<file path="config.mk">
export PLATFORM = sky130hd
export DESIGN_NAME = row_accumulator
export DESIGN_NICKNAME = d
export VERILOG_FILES = /design/src/rtl/rowacc_pkg.sv /design/src/rtl/rowacc_reduce.sv /design/src/rtl/rowacc_act.sv /design/src/rtl/rowacc_bank.sv /design/src/rtl/row_accumulator.sv
export SDC_FILE = /design/constraint.sdc
export NUM_CORES = 1
export LEC_CHECK = 0
export ABC_AREA = 1
export ABC_CLOCK_PERIOD_IN_PS = 7280
export BUFFER_PORTS_ARGS = -buffer_cell sky130_fd_sc_hd__buf_4
export CAP_MARGIN = 20
export CORE_UTILIZATION = 45
export DETAILED_ROUTE_END_ITERATION = 8
export PLACE_DENSITY = 0.69
export SLEW_MARGIN = 10
export SYNTH_ARGS = -nofsm -noshare
export SYNTH_HDL_FRONTEND = slang
export SYNTH_SLANG_ARGS = --single-unit
</file>
<file path="constraint.sdc">
create_clock -name clk -period 7.28 [get_ports clk]
set_input_delay 0.728 -clock clk [delete_from_list [all_inputs] [get_ports clk]]
set_output_delay 0.728 -clock clk [all_outputs]
set_load 0.005 [all_outputs]
</file>
<file path="src/rtl/rowacc_pkg.sv">
package rowacc_pkg;

  typedef enum logic [1:0] {
    BUS_IDLE    = 2'd0,
    BUS_DRIVE   = 2'd1,
    BUS_CAPTURE = 2'd2,
    BUS_RSVD    = 2'd3
  } bus_mode_e;

  // Activation code for signed state s: out_max*tanh(s / 2^in_frac),
  // rounded to nearest with halves away from zero.
  function automatic int tanh_code(input int s, input int in_frac, input int out_max);
    real x;
    real y;
    int  r;
    x = real'(s) / real'(1 << in_frac);
    y = real'(out_max) * $tanh(x);
    if (y >= 0.0) r = $rtoi(y + 0.5);
    else          r = -$rtoi(-y + 0.5);
    return r;
  endfunction

endpackage

</file>
<file path="src/rtl/rowacc_reduce.sv">
module rowacc_reduce #(
  parameter int N_PE   = 4,
  parameter int PSUM_W = 29,
  parameter int ACC_W  = 32
) (
  input  logic                     clk,
  input  logic                     rst,
  input  logic [N_PE*PSUM_W-1:0]   lanes,
  input  logic                     in_valid,
  output logic                     in_ready,
  output logic signed [ACC_W-1:0]  sum_q,
  output logic                     out_valid,
  input  logic                     out_ready
);

  logic signed [ACC_W-1:0] ext [N_PE];
  logic signed [ACC_W-1:0] total;

  genvar g;
  generate
    for (g = 0; g < N_PE; g++) begin : g_lane
      logic signed [PSUM_W-1:0] lane_v;
      assign lane_v = lanes[g*PSUM_W +: PSUM_W];
      assign ext[g] = ACC_W'(lane_v);
    end
  endgenerate

  always_comb begin
    total = '0;
    for (int i = 0; i < N_PE; i++) total = total + ext[i];
  end

  assign in_ready = !out_valid || out_ready;

  always_ff @(posedge clk) begin
    if (rst) begin
      out_valid <= 1'b0;
      sum_q     <= '0;
    end else if (in_ready) begin
      out_valid <= in_valid;
      if (in_valid) sum_q <= total;
    end
  end

  // an accepted set of partials is present in the stage on the next cycle
  a_r2_stage_loaded: assert property (@(posedge clk) disable iff (rst)
    (in_valid && in_ready) |=> out_valid);

  // a stalled stage keeps its sum
  a_r6_sum_held: assert property (@(posedge clk) disable iff (rst)
    (out_valid && !out_ready) |=> (out_valid && $stable(sum_q)));

endmodule

</file>
<file path="src/rtl/rowacc_act.sv">
module rowacc_act #(
  parameter int ACC_W   = 32,
  parameter int STATE_W = 8,
  parameter int SHIFT   = 10,
  parameter int IN_FRAC = 5
) (
  input  logic                     clk,
  input  logic                     rst,
  input  logic signed [ACC_W-1:0]  in_sum,
  input  logic                     in_valid,
  output logic                     in_ready,
  output logic [STATE_W-1:0]       out_data,
  output logic                     out_valid,
  input  logic                     out_ready
);

  localparam int LUT_N   = 1 << STATE_W;
  localparam int OUT_MAX = (1 << (STATE_W - 1)) - 1;
  localparam logic signed [ACC_W-1:0] SAT_HI = ACC_W'(OUT_MAX);
  localparam logic signed [ACC_W-1:0] SAT_LO = -ACC_W'(OUT_MAX + 1);

  logic signed [ACC_W-1:0] shifted;
  logic [STATE_W-1:0]      state_idx;
  logic                    load;

  logic [STATE_W-1:0] rom [LUT_N];

  initial begin
    for (int i = 0; i < LUT_N; i++) begin
      int sv;
      int code;
      sv   = (i >= LUT_N / 2) ? i - LUT_N : i;
      code = rowacc_pkg::tanh_code(sv, IN_FRAC, OUT_MAX);
      rom[i] = code[STATE_W-1:0];
    end
  end

  always_comb begin
    shifted = in_sum >>> SHIFT;
    if (shifted > SAT_HI)      state_idx = SAT_HI[STATE_W-1:0];
    else if (shifted < SAT_LO) state_idx = SAT_LO[STATE_W-1:0];
    else                       state_idx = shifted[STATE_W-1:0];
  end

  assign in_ready = !out_valid || out_ready;
  assign load     = in_valid && in_ready;

  // table read, registered with enable
  always_ff @(posedge clk) begin
    if (load) out_data <= rom[state_idx];
  end

  always_ff @(posedge clk) begin
    if (rst)           out_valid <= 1'b0;
    else if (in_ready) out_valid <= in_valid;
  end

  // a zero state always yields a zero code
  a_r4_zero_maps_zero: assert property (@(posedge clk) disable iff (rst)
    (load && state_idx == '0) |=> (out_data == '0));

  // a sum far above the range lands on the top code
  a_r3_clamp_high: assert property (@(posedge clk) disable iff (rst)
    (load && shifted > SAT_HI) |=> (out_data == rom[OUT_MAX]));

  // stalled result stays put
  a_r6_result_held: assert property (@(posedge clk) disable iff (rst)
    (out_valid && !out_ready) |=> (out_valid && $stable(out_data)));

endmodule

</file>
<file path="src/rtl/rowacc_bank.sv">
module rowacc_bank #(
  parameter int DEPTH   = 4,
  parameter int STATE_W = 8
) (
  input  logic                      clk,
  input  logic                      rst,
  input  logic                      wr_en,
  input  logic [STATE_W-1:0]        wr_data,
  input  logic [1:0]                mode,
  input  logic [$clog2(DEPTH)-1:0]  idx,
  input  logic [STATE_W-1:0]        bus_in,
  output logic [STATE_W-1:0]        bus_out,
  output logic                      bus_out_valid
);

  import rowacc_pkg::*;

  localparam int PTR_W = $clog2(DEPTH);

  logic [STATE_W-1:0] entry [DEPTH];
  logic [PTR_W-1:0]   wr_ptr;
  logic               cap;
  logic               drive;

  assign cap   = (mode == BUS_CAPTURE);
  assign drive = (mode == BUS_DRIVE);

  always_ff @(posedge clk) begin
    if (rst)             wr_ptr <= '0;
    else if (wr_en) begin
      if (wr_ptr == PTR_W'(DEPTH - 1)) wr_ptr <= '0;
      else                             wr_ptr <= wr_ptr + 1'b1;
    end
  end

  genvar g;
  generate
    for (g = 0; g < DEPTH; g++) begin : g_entry
      always_ff @(posedge clk) begin
        if (rst)                                        entry[g] <= '0;
        else if (cap && idx == PTR_W'(g))               entry[g] <= bus_in;
        else if (wr_en && wr_ptr == PTR_W'(g))          entry[g] <= wr_data;
      end
    end
  endgenerate

  always_ff @(posedge clk) begin
    if (rst) begin
      bus_out       <= '0;
      bus_out_valid <= 1'b0;
    end else begin
      bus_out       <= drive ? entry[idx] : '0;
      bus_out_valid <= drive;
    end
  end

  // the outgoing bus is quiet unless a drive was requested
  a_r8_idle_quiet: assert property (@(posedge clk) disable iff (rst)
    (mode != BUS_DRIVE) |=> (bus_out == '0 && !bus_out_valid));

  // a captured value is present in its entry afterwards
  a_r9_capture_lands: assert property (@(posedge clk) disable iff (rst)
    cap |=> (entry[$past(idx)] == $past(bus_in)));

  // the pointer only moves on an accepted result
  a_r7_ptr_still: assert property (@(posedge clk) disable iff (rst)
    !wr_en |=> $stable(wr_ptr));

endmodule

</file>
<file path="src/rtl/row_accumulator.sv">
module row_accumulator #(
  parameter int N_PE       = 4,
  parameter int PSUM_W     = 29,
  parameter int ACC_W      = 32,
  parameter int STATE_W    = 8,
  parameter int SHIFT      = 10,
  parameter int IN_FRAC    = 5,
  parameter int BANK_DEPTH = 4
) (
  input  logic                          clk,
  input  logic                          rst,
  input  logic [N_PE*PSUM_W-1:0]        psum_in,
  input  logic                          psum_valid,
  output logic                          psum_ready,
  output logic [STATE_W-1:0]            act_data,
  output logic                          act_valid,
  input  logic                          act_ready,
  input  logic [1:0]                    bus_mode,
  input  logic [$clog2(BANK_DEPTH)-1:0] bus_idx,
  input  logic [STATE_W-1:0]            bus_in,
  output logic [STATE_W-1:0]            bus_out,
  output logic                          bus_out_valid
);

  logic signed [ACC_W-1:0] sum_q;
  logic                    sum_valid;
  logic                    act_in_ready;
  logic                    result_fire;

  rowacc_reduce #(
    .N_PE   (N_PE),
    .PSUM_W (PSUM_W),
    .ACC_W  (ACC_W)
  ) u_reduce (
    .clk       (clk),
    .rst       (rst),
    .lanes     (psum_in),
    .in_valid  (psum_valid),
    .in_ready  (psum_ready),
    .sum_q     (sum_q),
    .out_valid (sum_valid),
    .out_ready (act_in_ready)
  );

  rowacc_act #(
    .ACC_W   (ACC_W),
    .STATE_W (STATE_W),
    .SHIFT   (SHIFT),
    .IN_FRAC (IN_FRAC)
  ) u_act (
    .clk       (clk),
    .rst       (rst),
    .in_sum    (sum_q),
    .in_valid  (sum_valid),
    .in_ready  (act_in_ready),
    .out_data  (act_data),
    .out_valid (act_valid),
    .out_ready (act_ready)
  );

  assign result_fire = act_valid && act_ready;

  rowacc_bank #(
    .DEPTH   (BANK_DEPTH),
    .STATE_W (STATE_W)
  ) u_bank (
    .clk           (clk),
    .rst           (rst),
    .wr_en         (result_fire),
    .wr_data       (act_data),
    .mode          (bus_mode),
    .idx           (bus_idx),
    .bus_in        (bus_in),
    .bus_out       (bus_out),
    .bus_out_valid (bus_out_valid)
  );

  // input is blocked only while both stages hold data
  a_r6_block_full: assert property (@(posedge clk) disable iff (rst)
    !psum_ready |-> (sum_valid && act_valid && !act_ready));

  // a result never appears without an accepted input two edges back
  a_r5_latency: assert property (@(posedge clk) disable iff (rst)
    $rose(act_valid) |-> $past(sum_valid));

endmodule

</file>
==> reports/metrics.yaml <==
clock_tree:
  insertion_delay_ns: 0.34
  cts_buffers: 9
  cts-htree-levels: 3
  cts_tree: "yes"
  hold_buffers: 0
  cts_root_buf: "clkbuf_16"
  clk_pin_slew_ns: 0.07
  cts_buffer_depth: 2
  cts_resized: 0
  cts_setup_buffers: 0
  cts.sinks: 75
timing:
  fmax_mhz: 203
  maxSlewViolCount: 0
  slew-limit-headroom_pct: 47.8
  finalHoldViolCount: 0
  tightest_slew_ns: 0.784
  setup_viol: 0
  finalCritPeriodShare_pct: 67.6
  clock_skew_ns: 0.0173
  grt_setup_unrepaired: "false"
  fin_crit_ns: 4.92
  tns_ns: 0
global_routing:
  grt-ovfl-total: 0
  met2_usage_pct: 43.4
  grt_util_met1_pct: 35.9
  grt_pass1_wl_mm: 39.7
  grtUsageMet3_pct: 4.71
  antenna_found_initial: 0
  global_route.peak_usage_layer: "met2"
  grt_util_all_layers_pct: 26.3
  grt_max_degree: 26
  grt_pass1_vias: 8123
placement:
  port-buffer-count: 150
  hpwl_mm: 19.8
  place_congestion: 0.928
setup_path:
  critPathCaptureType: "register"
  timing.rr.start: "u_reduce.sum_q[31]$_SDFFE_PP0P_"
  cp_max_fo: 4
  r2r_setup_slack_ns: 3.92
  crit_path_start_kind: "input pin"
  cp.required_ns: 7.50
  critPathKind: "input pin to register"
  arrival_ns: 5.14
  reg2regPathDepth: 16
  worstReg2RegEnd: "u_act.out_data[1]$_DFFE_PP_"
power_and_ir_drop:
  powerDensity_nw_per_um2: 306
  p_leak_uw: 0.00470
  power_uw: 3010
  ir_worst_vdd_mv: 0.177
detailed_routing:
  firstDrtPassIters: 6
  ant_nets: 0
  vias_per_cell: 5.55
  drc_errors: 0
  wirelength_mm: 24.2
  route.vias.total: 8537
  wl_per_cell_um: 15.7
  dr.first_iter.drc_count: 781
die:
  core_area_um2: 18000
  dieWidth_um: 138
  io_pins: 151
  rows: 49
  die_area_um2: 19000
  initial_utilization_pct: 46.0
  die_h_um: 138
finish:
  antennaDiodeCount: 0
  nets: 1544
  mostFrequentLayoutCell: "nand2_1"
  final_cell_mix: "236 x nand2_1, 150 x buf_4, 137 x inv_1"
  area_growth_pct: 18.8
  drive_gt1_share_pct: 14.8
logic_synthesis:
  synth-seq-area-share_pct: 23.0
  avgSynthCellArea_um2: 7.08
  synthFlopType: "edfxtp_1"
  yosysWarnings: 0
  ys_seq_elements: 75
  synth.cell_area_um2: 8280
  synth_cells: 1170
  syn_nets: 1410
  ys_types: 47
  synth-async-reset-ratio_pct: 0
  synth_edf_count: 40
worst_hold_path:
  min-delay-path-class: "register to register"
  holdCritStartpoint: "u_reduce.out_valid$_SDFFE_PP0N_"
  whs_endpoint: "u_act.out_valid$_SDFFE_PP0P_"
  hold_depth: 2
run_status:
  status: "completed"
flow_run:
  maxCapViolCount: 0
==> worst max-delay path: stages <==
cell      delay, ns
buf_4          0.11
fa_1           0.48
ha_1           0.25
fa_1           0.41
nand3_1        0.10
nand2_1        0.11
a211oi_1       0.47
o21ai_0        0.18
xor2_1         0.17
ha_1           0.38
nand2_1        0.13
nor2_1         0.33
nand2_1        0.08
o21ai_0        0.51
nand4_1        0.28
nand3_1        0.16
nand2_1        0.05
o21ai_0        0.17
inv_1          0.05
==> metal layers <==
metal	part of all wire, %	up-vias
met3	7.2	30
met4	1.1	0
met5	0	-
li1	-	4247
met1	46	3931
met2	46	329
==> report_power, final <==
group	internal, µW	leakage (µW)	switching, µW	total [µW]
clock	272	0.000145	194	466
sequential	508	0.000695	36.7	545
combinational	687	0.00386	1310	2000
==> worst max path at each step <==
stage	from	end	slack, ns	depth (start not counted)
finish	psum_in[1]	u_reduce.sum_q[29]$_SDFFE_PP0P_	2.36	19
floorplan	psum_in[1]	u_reduce.sum_q[21]$_SDFFE_PP0P_	3.09	18
detailed placement	psum_in[3]	u_reduce.sum_q[24]$_SDFFE_PP0P_	2.09	21
global placement	psum_in[1]	u_reduce.sum_q[29]$_SDFFE_PP0P_	2.18	19
global route	psum_in[3]	u_reduce.sum_q[24]$_SDFFE_PP0P_	1.98	21
CTS	psum_in[3]	u_reduce.sum_q[24]$_SDFFE_PP0P_	2.41	21
==> synthesized netlist by cell type (3+ instances only) <==
library cell  number  share of area (%)
o21ai_0           72                4.3
ha_1              78                 12
o211ai_1           7               0.63
nand2_1          236                 11
fa_1              30                7.2
o22ai_1           24                1.8
nand2_4            4               0.54
nand2_2            3               0.23
nor3_1            18                1.1
nor2_1           121                5.5
a21boi_0           4               0.36
nand4_1           11               0.83
nand3_1          103                6.2
a22oi_1            8               0.72
a31oi_1           19                1.4
inv_1            137                6.2
xnor2_1           11                1.2
a21o_1             9               0.82
a21oi_1           89                5.4
edfxtp_1          40                 14
xor2_1            27                2.9
nor4_1             4               0.30
inv_2              5               0.23
buf_6              6               0.82
o21bai_1          12                1.1
a211oi_1          10               0.91
clkbuf_1          14               0.63
nand3b_1           3               0.27
dfxtp_1           35                8.5
buf_2              4               0.24
o221ai_1           3               0.32
==> layout make-up <==
class,instances,area (µm²)
flip-flops and latches,75,1900
repair buffers,150,1130
clock buffers,9,225
clock inverters,7,82.6
multi-input cells,923,5670
inverters,145,552
well taps,229,287
fillers,1769,8180
==> logic make-up after synthesis <==
logic type / share of synthesized area [%]
AND/OR/NAND/NOR: 26.5
AO/OA/AOI/OAI: 18.9
buffers and inverters: 8.58
adder cells (fa/ha/maj): 19.0
flip-flops: 23.0
XOR/XNOR: 4.02
==> registers in the layout, indices dropped and copies added, names as in the netlist <==
register / cells
u_reduce.sum_q: 22
u_bank.bus_out: 8
u_bank.entry: 32
u_act.out_valid: 1
u_bank.bus_out_valid: 1
u_reduce.out_valid: 1
u_act.out_data: 8
u_bank.wr_ptr: 2
==> stage by stage <==
stage / utilization, % / instance area, µm² / cells / hold WS, ns / setup WS, ns
final: 54.6 / 9850 / 1538 / 0.469 / 2.36
after CTS: 54.6 / 9850 / 1538 / 0.473 / 2.41
after detailed placement: 52.9 / 9540 / 1522 / 0.472 / 2.09
after global routing: 54.6 / 9850 / 1538 / 0.506 / 1.98
after global placement: 52.9 / 9540 / 1522 / 0.464 / 2.18
after floorplan: - / 8280 / 1170 / 0.451 / 3.09
(Power assumes the default switching activity.)
